<file path="config.mk">
export PLATFORM = sky130hd
export DESIGN_NAME = fifo_irq_gen
export DESIGN_NICKNAME = d
export VERILOG_FILES = /design/src/rtl/fifo_irq_pkg.sv /design/src/rtl/level_cmp.sv /design/src/rtl/rx_idle_timer.sv /design/src/rtl/irq_merge.sv /design/src/rtl/fifo_irq_gen.sv
export SDC_FILE = /design/constraint.sdc
export NUM_CORES = 1
export LEC_CHECK = 0
export BUFFER_PORTS_ARGS = -buffer_cell sky130_fd_sc_hd__buf_2
export CAP_MARGIN = 20
export CORE_MARGIN = 1
export CORE_UTILIZATION = 26
export DETAILED_ROUTE_END_ITERATION = 10
export PLACE_DENSITY = 0.55
export SYNTH_ARGS = -nofsm -noshare
export SYNTH_HDL_FRONTEND = slang
export SYNTH_SLANG_ARGS = --single-unit
</file>
<file path="constraint.sdc">
create_clock -name clk -period 1.6 [get_ports clk]
set_clock_uncertainty 0.2 [all_clocks]
set_input_delay 0.16 -clock clk [delete_from_list [all_inputs] [get_ports clk]]
set_output_delay 0.16 -clock clk [all_outputs]
set_load 0.005 [all_outputs]
</file>
<file path="src/rtl/fifo_irq_pkg.sv">
package fifo_irq_pkg;

   typedef enum logic {
      CMP_AT_OR_BELOW = 1'b0,
      CMP_ABOVE       = 1'b1
   } cmp_kind_e;

   typedef enum int unsigned {
      SRC_TX = 0,
      SRC_RX = 1,
      SRC_TO = 2
   } irq_src_e;

   localparam int unsigned NUM_SRC = 3;

   function automatic int unsigned max_u(input int unsigned a, input int unsigned b);
      return (a > b) ? a : b;
   endfunction

endpackage

</file>
<file path="src/rtl/level_cmp.sv">
module level_cmp
   import fifo_irq_pkg::*;
#(
   parameter int unsigned LW   = 4,
   parameter int unsigned TW   = 3,
   parameter cmp_kind_e   KIND = CMP_AT_OR_BELOW
) (
   input  logic          clk,
   input  logic          rst_n,
   input  logic [LW-1:0] level,
   input  logic [TW-1:0] mark,
   output logic          flag
);

   localparam int unsigned PADW = LW - TW;

   generate
      if (TW > LW) begin : g_bad_width
         $error("level_cmp: mark wider than level");
      end
   endgenerate

   logic [LW-1:0] mark_ext;
   logic          hit;

   generate
      if (PADW == 0) begin : g_nopad
         assign mark_ext = mark;
      end else begin : g_pad
         assign mark_ext = {{PADW{1'b0}}, mark};
      end
   endgenerate

   generate
      if (KIND == CMP_AT_OR_BELOW) begin : g_le
         assign hit = (level <= mark_ext);
      end else begin : g_gt
         assign hit = (level > mark_ext);
      end
   endgenerate

   always_ff @(posedge clk or negedge rst_n) begin
      if (!rst_n) flag <= 1'b0;
      else        flag <= hit;
   end

endmodule

</file>
<file path="src/rtl/rx_idle_timer.sv">
module rx_idle_timer
   import fifo_irq_pkg::*;
#(
   parameter int unsigned LW       = 4,
   parameter int unsigned IDLE_MST = 64,
   parameter int unsigned IDLE_SLV = 576
) (
   input  logic          clk,
   input  logic          rst_n,
   input  logic [LW-1:0] level,
   input  logic          push,
   input  logic          pop,
   input  logic          slave,
   input  logic          clear,
   output logic          flag
);

   localparam int unsigned IDLE_MAX = max_u(IDLE_MST, IDLE_SLV);
   localparam int unsigned CTW      = $clog2(IDLE_MAX + 1);

   generate
      if (IDLE_MST < 2 || IDLE_SLV < 2) begin : g_bad_idle
         $error("rx_idle_timer: idle intervals must be at least 2");
      end
   endgenerate

   logic [CTW-1:0] cnt_q;
   logic [CTW-1:0] limit;
   logic           slave_q;
   logic           restart;
   logic           expire;

   assign limit   = slave ? CTW'(IDLE_SLV) : CTW'(IDLE_MST);
   assign restart = (level == '0) || push || pop || (slave != slave_q);
   assign expire  = !restart && (cnt_q == limit - CTW'(1));

   always_ff @(posedge clk or negedge rst_n) begin
      if (!rst_n) begin
         cnt_q   <= '0;
         slave_q <= 1'b0;
      end else begin
         slave_q <= slave;
         if (restart)           cnt_q <= '0;
         else if (cnt_q < limit) cnt_q <= cnt_q + CTW'(1);
      end
   end

   always_ff @(posedge clk or negedge rst_n) begin
      if (!rst_n)      flag <= 1'b0;
      else if (expire) flag <= 1'b1;
      else if (clear)  flag <= 1'b0;
   end

   AST_FIRE_NEEDS_DATA: assert property (@(posedge clk) disable iff (!rst_n)
      $rose(flag) |-> $past(level != '0 && !push && !pop));
   AST_STICKY_FLAG: assert property (@(posedge clk) disable iff (!rst_n)
      (flag && !clear) |=> flag);
   AST_COUNT_BOUND: assert property (@(posedge clk) disable iff (!rst_n)
      cnt_q <= CTW'(IDLE_MAX));
   AST_EMPTY_NO_FIRE: assert property (@(posedge clk) disable iff (!rst_n)
      (level == '0 && clear) |=> !flag);

endmodule

</file>
<file path="src/rtl/irq_merge.sv">
module irq_merge #(
   parameter int unsigned N = 3
) (
   input  logic [N-1:0] flags,
   input  logic [N-1:0] enables,
   output logic         irq
);

   logic [N-1:0] gated;

   generate
      for (genvar i = 0; i < N; i++) begin : g_gate
         assign gated[i] = flags[i] & enables[i];
      end
   endgenerate

   assign irq = |gated;

endmodule

</file>
<file path="src/rtl/fifo_irq_gen.sv">
module fifo_irq_gen
   import fifo_irq_pkg::*;
#(
   parameter int unsigned DEPTH    = 8,
   parameter int unsigned MARK_W   = 3,
   parameter int unsigned IDLE_MST = 64,
   parameter int unsigned IDLE_SLV = 576,
   localparam int unsigned LW      = $clog2(DEPTH + 1)
) (
   input  logic              clk,
   input  logic              rst_n,
   input  logic [LW-1:0]     tx_level,
   input  logic [LW-1:0]     rx_level,
   input  logic              rx_push,
   input  logic              rx_pop,
   input  logic [MARK_W-1:0] tx_mark,
   input  logic [MARK_W-1:0] rx_mark,
   input  logic              slave_mode,
   input  logic              tx_en,
   input  logic              rx_en,
   input  logic              to_en,
   input  logic              to_clear,
   output logic              tx_flag,
   output logic              rx_flag,
   output logic              to_flag,
   output logic              irq
);

   generate
      if (DEPTH < 2) begin : g_bad_depth
         $error("fifo_irq_gen: DEPTH must be at least 2");
      end
      if (MARK_W > LW) begin : g_bad_mark
         $error("fifo_irq_gen: MARK_W exceeds level width");
      end
   endgenerate

   logic [NUM_SRC-1:0] flags;
   logic [NUM_SRC-1:0] enables;

   level_cmp #(.LW(LW), .TW(MARK_W), .KIND(CMP_AT_OR_BELOW)) u_tx_cmp (
      .clk(clk), .rst_n(rst_n), .level(tx_level), .mark(tx_mark), .flag(tx_flag)
   );

   level_cmp #(.LW(LW), .TW(MARK_W), .KIND(CMP_ABOVE)) u_rx_cmp (
      .clk(clk), .rst_n(rst_n), .level(rx_level), .mark(rx_mark), .flag(rx_flag)
   );

   rx_idle_timer #(.LW(LW), .IDLE_MST(IDLE_MST), .IDLE_SLV(IDLE_SLV)) u_idle (
      .clk(clk), .rst_n(rst_n), .level(rx_level), .push(rx_push), .pop(rx_pop),
      .slave(slave_mode), .clear(to_clear), .flag(to_flag)
   );

   assign flags[SRC_TX]   = tx_flag;
   assign flags[SRC_RX]   = rx_flag;
   assign flags[SRC_TO]   = to_flag;
   assign enables[SRC_TX] = tx_en;
   assign enables[SRC_RX] = rx_en;
   assign enables[SRC_TO] = to_en;

   irq_merge #(.N(NUM_SRC)) u_merge (
      .flags(flags), .enables(enables), .irq(irq)
   );

   AST_TX_EMPTY_FLAGS: assert property (@(posedge clk) disable iff (!rst_n)
      (tx_level == '0) |=> tx_flag);
   AST_TX_FULL_QUIET: assert property (@(posedge clk) disable iff (!rst_n)
      (tx_level == LW'(DEPTH)) |=> !tx_flag);
   AST_RX_EMPTY_QUIET: assert property (@(posedge clk) disable iff (!rst_n)
      (rx_level == '0) |=> !rx_flag);
   AST_IRQ_MASKED: assert property (@(posedge clk) disable iff (!rst_n)
      (!tx_en && !rx_en && !to_en) |-> !irq);
   AST_IRQ_SOURCE: assert property (@(posedge clk) disable iff (!rst_n)
      irq |-> (tx_flag || rx_flag || to_flag));

endmodule

</file>
==> results of run 1 <==
==> area by class of cell <==
type / count / share of cell area [%]
clock buffers: 3 / 1.64
repair buffers: 48 / 24.6
well taps: 46 / 4.20
multi-input cells: 64 / 41.8
inverters: 8 / 2.19
flip-flops and latches: 14 / 25.5
==> kinds of logic after synthesis <==
kind of cell    after synthesis
fa+ha+maj                     8
compound gates               12
simple gates                 35
flops                        14
xor+xnor                      9
buf+inv                      10
==> worst min path at each step <==
stage / startpoint / end / depth (start not counted) / slack (ns)
floorplan: rst_n / u_idle.cnt_q[0] / 0 / -0.34
global placement: rst_n / u_idle.cnt_q[3] / 1 / -0.12
detailed placement: rst_n / u_idle.cnt_q[3] / 1 / -0.12
CTS: rst_n / u_idle.cnt_q[3] / 2 / 0.09
global route: rx_level[2] / u_rx_cmp.flag / 4 / 0.11
finish: rst_n / u_idle.cnt_q[4] / 2 / 0.09
==> timing repair <==
action / in CTS / in global routing
buffers inserted: 1 / 0
pin swaps: 2 / 1
hold buffers: 7 / 0
endpoints found under the setup margin: 8 / 11
hold endpoints to repair: 18 / 0
resized for setup: 0 / 1
==> report_power, final <==
part           total [uW]  switching, uW  leakage, uW  internal, uW
registers             365           3.96     0.000188           361
logic                 123           53.3     0.000429          69.9
clock network         202            115    0.0000138          87.2
total                 691            172     0.000630           519
==> per-stage QoR <==
step,cells,setup slack [ns],total power [uW],cell area (um2)
after floorplan,88,-0.0230,420,953
after global placement,172,-0.0399,478,1260
after detailed placement,172,-0.0830,484,1260
after CTS,183,-0.0708,708,1360
after global routing,183,-0.144,731,1370
final,183,-0.0591,691,1370
==> worst max-delay path, cell delays in order, from the launching register on <==
cell,delay (ns)
dfrtp_1,0.41
ha_4,0.22
o31a_1,0.14
buf_12,0.17
nor4b_4,0.22
xnor2_1,0.16
nor2_2,0.05
==> state kept, by name (all words and copies together) (netlist names) <==
register,flops
u_idle.slave_q,1
u_rx_cmp.flag,1
u_tx_cmp.flag,1
u_idle.cnt_q,10
u_idle.flag,1
==> metal layers <==
metal	vias to the layer above	share of wire (%)	GRT usage, %
met2	12	53	23.3
met1	378	43	13.7
met3	2	1.7	0.630
met5	-	0	0
met4	0	1.3	6.82
li1	410	-	-
==> placed cells by master, fill, tap and decap left out, types with 2 or more instances in the layout <==
cell	instances
nor4_4	3
nor2_2	4
dfrtp_1	14
ha_1	7
inv_1	8
nor2_1	5
buf_2	26
o21ai_0	4
nand3_1	5
xnor2_1	7
nor3_1	2
nor2b_1	2
clkbuf_4	3
nand4_1	2
nand2b_1	3
buf_4	13
buf_12	2
a21oi_1	3
nand2_1	3
dlygate4sd3_1	7
==> results_dict.tcl, run 1 <==
set metrics [dict create \
    status "finished, violations left" \
    violations "setup timing" \
    avgViaCountPerCell 4.38 \
    hold_viol 0 \
    fin_util_pct 41.1 \
    fin_crit_sh_pct 104 \
    drt-pass1-iter-count 4 \
    yosys-top-cells-count "dfrtp_1 (14), ha_1 (8), inv_1 (8), xnor2_1 (8)" \
    max_freq_mhz 603 \
    nFillCells 337 \
    coreArea_um2 3340 \
    h-tree-depth 1 \
    relSlewSlack_pct 76.2 \
    worstPathArrival_ns 1.64 \
    drv_cap 0 \
    power_density_nw_per_um2 504 \
    timing.rr.end "u_idle.cnt_q[4]" \
    grt_start_max_net_pins 15 \
    critical_path_required_ns 1.58 \
    drc 0 \
    fp.dieH_um 61.1 \
    rrSetupSlack_ns -0.06 \
    gp_congestion 0.765 \
    dieArea_um2 3730 \
    synth_ff_type "dfrtp_1" \
    diodes 0 \
    wire_per_inst_um 10.7 \
    synthCells 88 \
    portBuffers 26 \
    grt_setup_unrepaired "true" \
    yosys_warnings 0 \
    slew_viol_final 0 \
    cts-buffers-inserted 3 \
    worst_slew_pin_slew_ns 0.353 \
    synth_nets 119 \
    worstSetupStartpointType "flop" \
    cts.sinks 14 \
    yosysSeqAreaShare_pct 38.6 \
    setup_slack_ns -0.0591 \
    hold_class "in2async" \
    dp_hpwl_um 1600 \
    synth-simple-area-share_pct 28.2 \
    synthesis.area_um2 908 \
    end_kind "flop" \
    r2r-start "u_idle.cnt_q[9]" \
    hold_slack_ns 0.0916 \
    first_iter_violations 9 \
    ant_nets 0 \
    synthXorXnorAreaFrac_pct 8.68 \
    start_util_pct 27.2 \
    setup-violations-final 8 \
    finalCriticalPeriod_ns 1.66 \
    grt_pass1_vias 828 \
    reg2reg_depth 6 \
    critPathCapture "u_idle.cnt_q[4]" \
    synth.distinct_cells 30 \
    synth_edf_count 0 \
    ys_seq_elements 14 \
    path_max_fanout 10 \
    syn_area_per_cell_um2 10.3 \
    synth_adder_area_share_pct 11.0 \
    grt-ovfl-total 0 \
    grt_antenna_before_repair 0 \
    cts.clk_slew.worst_paths_ns 0.09 \
    cts_root_buffer "clkbuf_4" \
    synth_top_family_by_area "simple AND/OR/NAND/NOR gates" \
    netlist_top_cells_area "dfrtp_1 (39%), ha_1 (11%), xnor2_1 (7.7%), inv_1 (3.3%), nand3_1 (2.8%)" \
    synthMuxAreaShare_pct 0 \
    num_rows 21 \
    clockBufferDepth 2 \
    yosysMostFrequentCell "dfrtp_1" \
    syn2layout_area_growth_pct 51.0 \
    multi_input_area_um2 573 \
    grt_use_total_pct 12.3 \
    yosysTopAreaCell "dfrtp_1" \
    synth_compound_area_share_pct 8.54 \
    critPathKind "reg2reg" \
    wl_um 1950 \
    synth_top_area_share_pct 38.6 \
    ys_async_sr_fraction_pct 100 \
    register_area_um2 350 \
    fin_tns_setup_ns -0.220 \
    via_count 802 \
    ioPinCount 27 \
    die_x_um 61.1 \
    p_leak_uw 0.000630 \
    drive_gt1_share_pct 43.1 \
    cts_tree "done" \
    worstSkewPairLatency_ns 0.28 \
    nNetsFinal 170 \
    grt_pass1_wl_um 3370 \
    cp-startpoint "u_idle.cnt_q[9]" \
    ir_drop_mv 0.144 \
]
(Power assumes the default switching activity.)
==> run 2: changes to the inputs <==
SETUP_SLACK_MARGIN = 0.1   (was default)
==> run 2 against run 1 <==
Effect of this change:
- the run ends with hold timing, setup timing left
- final cell count shrank 0.55%
- setup slack lost 0.037 ns
- clock power grew 27%
- via count shrank 2.2%
- non-clock buffer count shrank 2
- sequential cell count is the same
- critical path type unchanged
- critical endpoint is now u_idle.cnt_q[7]
==> results_dict.tcl, run 2 (same netlist as run 1, synthesis figures left out) <==
set metrics [dict create \
    ir_drop_mv 0.189 \
    worstSkewPairLatency_ns 0.27 \
    drv_cap 0 \
    drc 0 \
    max_freq_mhz 590 \
    path_buf_inv 1 \
    gp_congestion 0.758 \
    final_common_cell "buf_2" \
    diodes 0 \
    end_kind "flop" \
    grt_pass1_vias 822 \
    top_layer "met3" \
    hold-path-endpoint "u_idle.cnt_q[3]" \
    power.switching_uw 178 \
    num_rows 21 \
    finalCriticalPeriod_ns 1.70 \
    cts_tree "done" \
    die_x_um 61.1 \
    power_density_nw_per_um2 531 \
    rrSetupSlack_ns -0.1 \
    cpPeakStageDelay_ns 0.42 \
    power.internal_uw 564 \
    grt_antenna_before_repair 0 \
    pwr-share-clk_pct 34.5 \
    fin_crit_sh_pct 106 \
    switching_share_pct 24.0 \
    path_max_fanout 2 \
    grt_pass1_wl_um 3390 \
    ioPinCount 27 \
    comb_power_share_pct 16.3 \
    dpl_cell_area_um2 1260 \
    grt_setup_unrepaired "true" \
    coreArea_um2 3340 \
    largest_reg_flops 10 \
    r2r-start "u_idle.cnt_q[9]" \
    dieArea_um2 3730 \
    worstPathArrival_ns 1.67 \
    relSlewSlack_pct 67.6 \
    met3_length_um 38 \
    syn2layout_area_growth_pct 54.0 \
    cts.clk_slew.worst_paths_ns 0.09 \
    cp_slowest_cell "dfrtp_1" \
    top_register "u_idle.cnt_q" \
    cts.sinks 14 \
    wl_met1_um 930 \
    hold_class "in2reg" \
    wire_per_inst_um 10.7 \
    worstSetupStartpointType "flop" \
    clockBufferDepth 2 \
    critPathKind "reg2reg" \
    via_count 784 \
    avgViaCountPerCell 4.31 \
    setup_slack_ns -0.0960 \
    cts_hold_buf 5 \
    critical_path_required_ns 1.57 \
    wl_um 1950 \
    timing.rr.end "u_idle.cnt_q[7]" \
    path_cells "ha_4 -> o31a_1 -> buf_4 -> nor4b_4 -> xnor2_1 -> nor2_1" \
    critical_path.top_delay_family "flip-flops" \
    cts-buffers-inserted 3 \
    cts_root_buffer "clkbuf_4" \
    start_util_pct 27.2 \
    nNetsFinal 168 \
    violations "hold timing, setup timing" \
    dp_slack_ns -0.0780 \
    fin_util_pct 41.9 \
    grt_use_total_pct 12.0 \
    drive_gt1_share_pct 47.1 \
    slew_viol_final 0 \
    portBuffers 26 \
    hold_slack_ns -0.0314 \
    seq_power_share_pct 49.2 \
    ant_nets 0 \
    drt-pass1-iter-count 4 \
    p_leak_uw 0.000636 \
    reg2reg_depth 6 \
    worst_slew_pin_slew_ns 0.485 \
    hold_viol 5 \
    first_iter_violations 14 \
    p_total_uw 742 \
    hold_start "rx_push" \
    met2WireLength_um 981 \
    dp_hpwl_um 1550 \
    finish.instance_area_um2 1400 \
    hold_path_depth 4 \
    fp.dieH_um 61.1 \
    h-tree-depth 1 \
    grt-ovfl-total 0 \
    layout_common_cells "buf_2 (26), dfrtp_1 (14), buf_4 (13)" \
    grt_start_max_net_pins 15 \
    status "finished, violations left" \
    setup-violations-final 9 \
]
-- run 2: changes by cell type in the layout (fill, tap and decap cells not counted), sizes merged --
cell / before / now
dlygate4sd3: 7 / 5
clkbuf: 3 / 4
-- run 2: timing repair --
item | CTS | global route
hold endpoints to repair | 20 | 4
pin swaps | 2 | 4
setup buffers | 0 | 2
setup endpoints to repair | 11 | 12
resized for setup | 0 | 8
-- run 2: worst reg2reg max path, cell delays in order (launching register included) --
cell	delay, ns
dfrtp_1	0.42
ha_4	0.23
o31a_1	0.14
buf_4	0.16
nor4b_4	0.25
xnor2_1	0.15
nor2_1	0.05
-- run 2: layout make-up --
class | count | area [um2]
Clock buffer | 4 | 36.3
Fill cell | 344 | 1940
Inverter | 8 | 30.0
Multi-Input combinational cell | 64 | 607
Sequential cell | 14 | 350
Tap cell | 46 | 57.6
Timing Repair Buffer | 46 | 318
-- run 2: worst max-delay path by stage --
stage / from / end / slack, ns / depth (start not counted)
6_report: u_idle.cnt_q[9] / u_idle.cnt_q[7] / -0.1 / 6
5_1_grt: u_idle.cnt_q[9] / u_idle.cnt_q[7] / -0.15 / 6
4_1_cts: u_idle.cnt_q[9] / u_idle.cnt_q[4] / -0.09 / 6
3_5_place_dp: u_idle.cnt_q[9] / u_idle.cnt_q[4] / -0.08 / 6
3_3_place_gp: u_idle.cnt_q[9] / u_idle.cnt_q[4] / -0.04 / 6
2_1_floorplan: u_idle.cnt_q[9] / u_idle.cnt_q[4] / -0.02 / 6
-- run 2: layer usage --
metal,track usage (%),up-vias
li1,-,406
met1,14.9,368
met2,22.7,10
met3,0.630,0
met4,2.92,0
met5,0,-
-- run 2: stage by stage --
step           std cells  TNS (ns)
6_report             182    -0.362
2_1_floorplan         88   -0.0229
3_3_place_gp         171    -0.150
4_1_cts              180    -0.652
3_5_place_dp         171    -0.486
5_1_grt              182     -1.05
-- run 2: power by group through the flow --
stage	combinational, uW	sequential, uW	clock, uW
finish	121	366	256
global route	142	366	288
CTS	118	366	272
detailed placement	108	373	0
global placement	104	372	0
floorplan	46.0	374	0
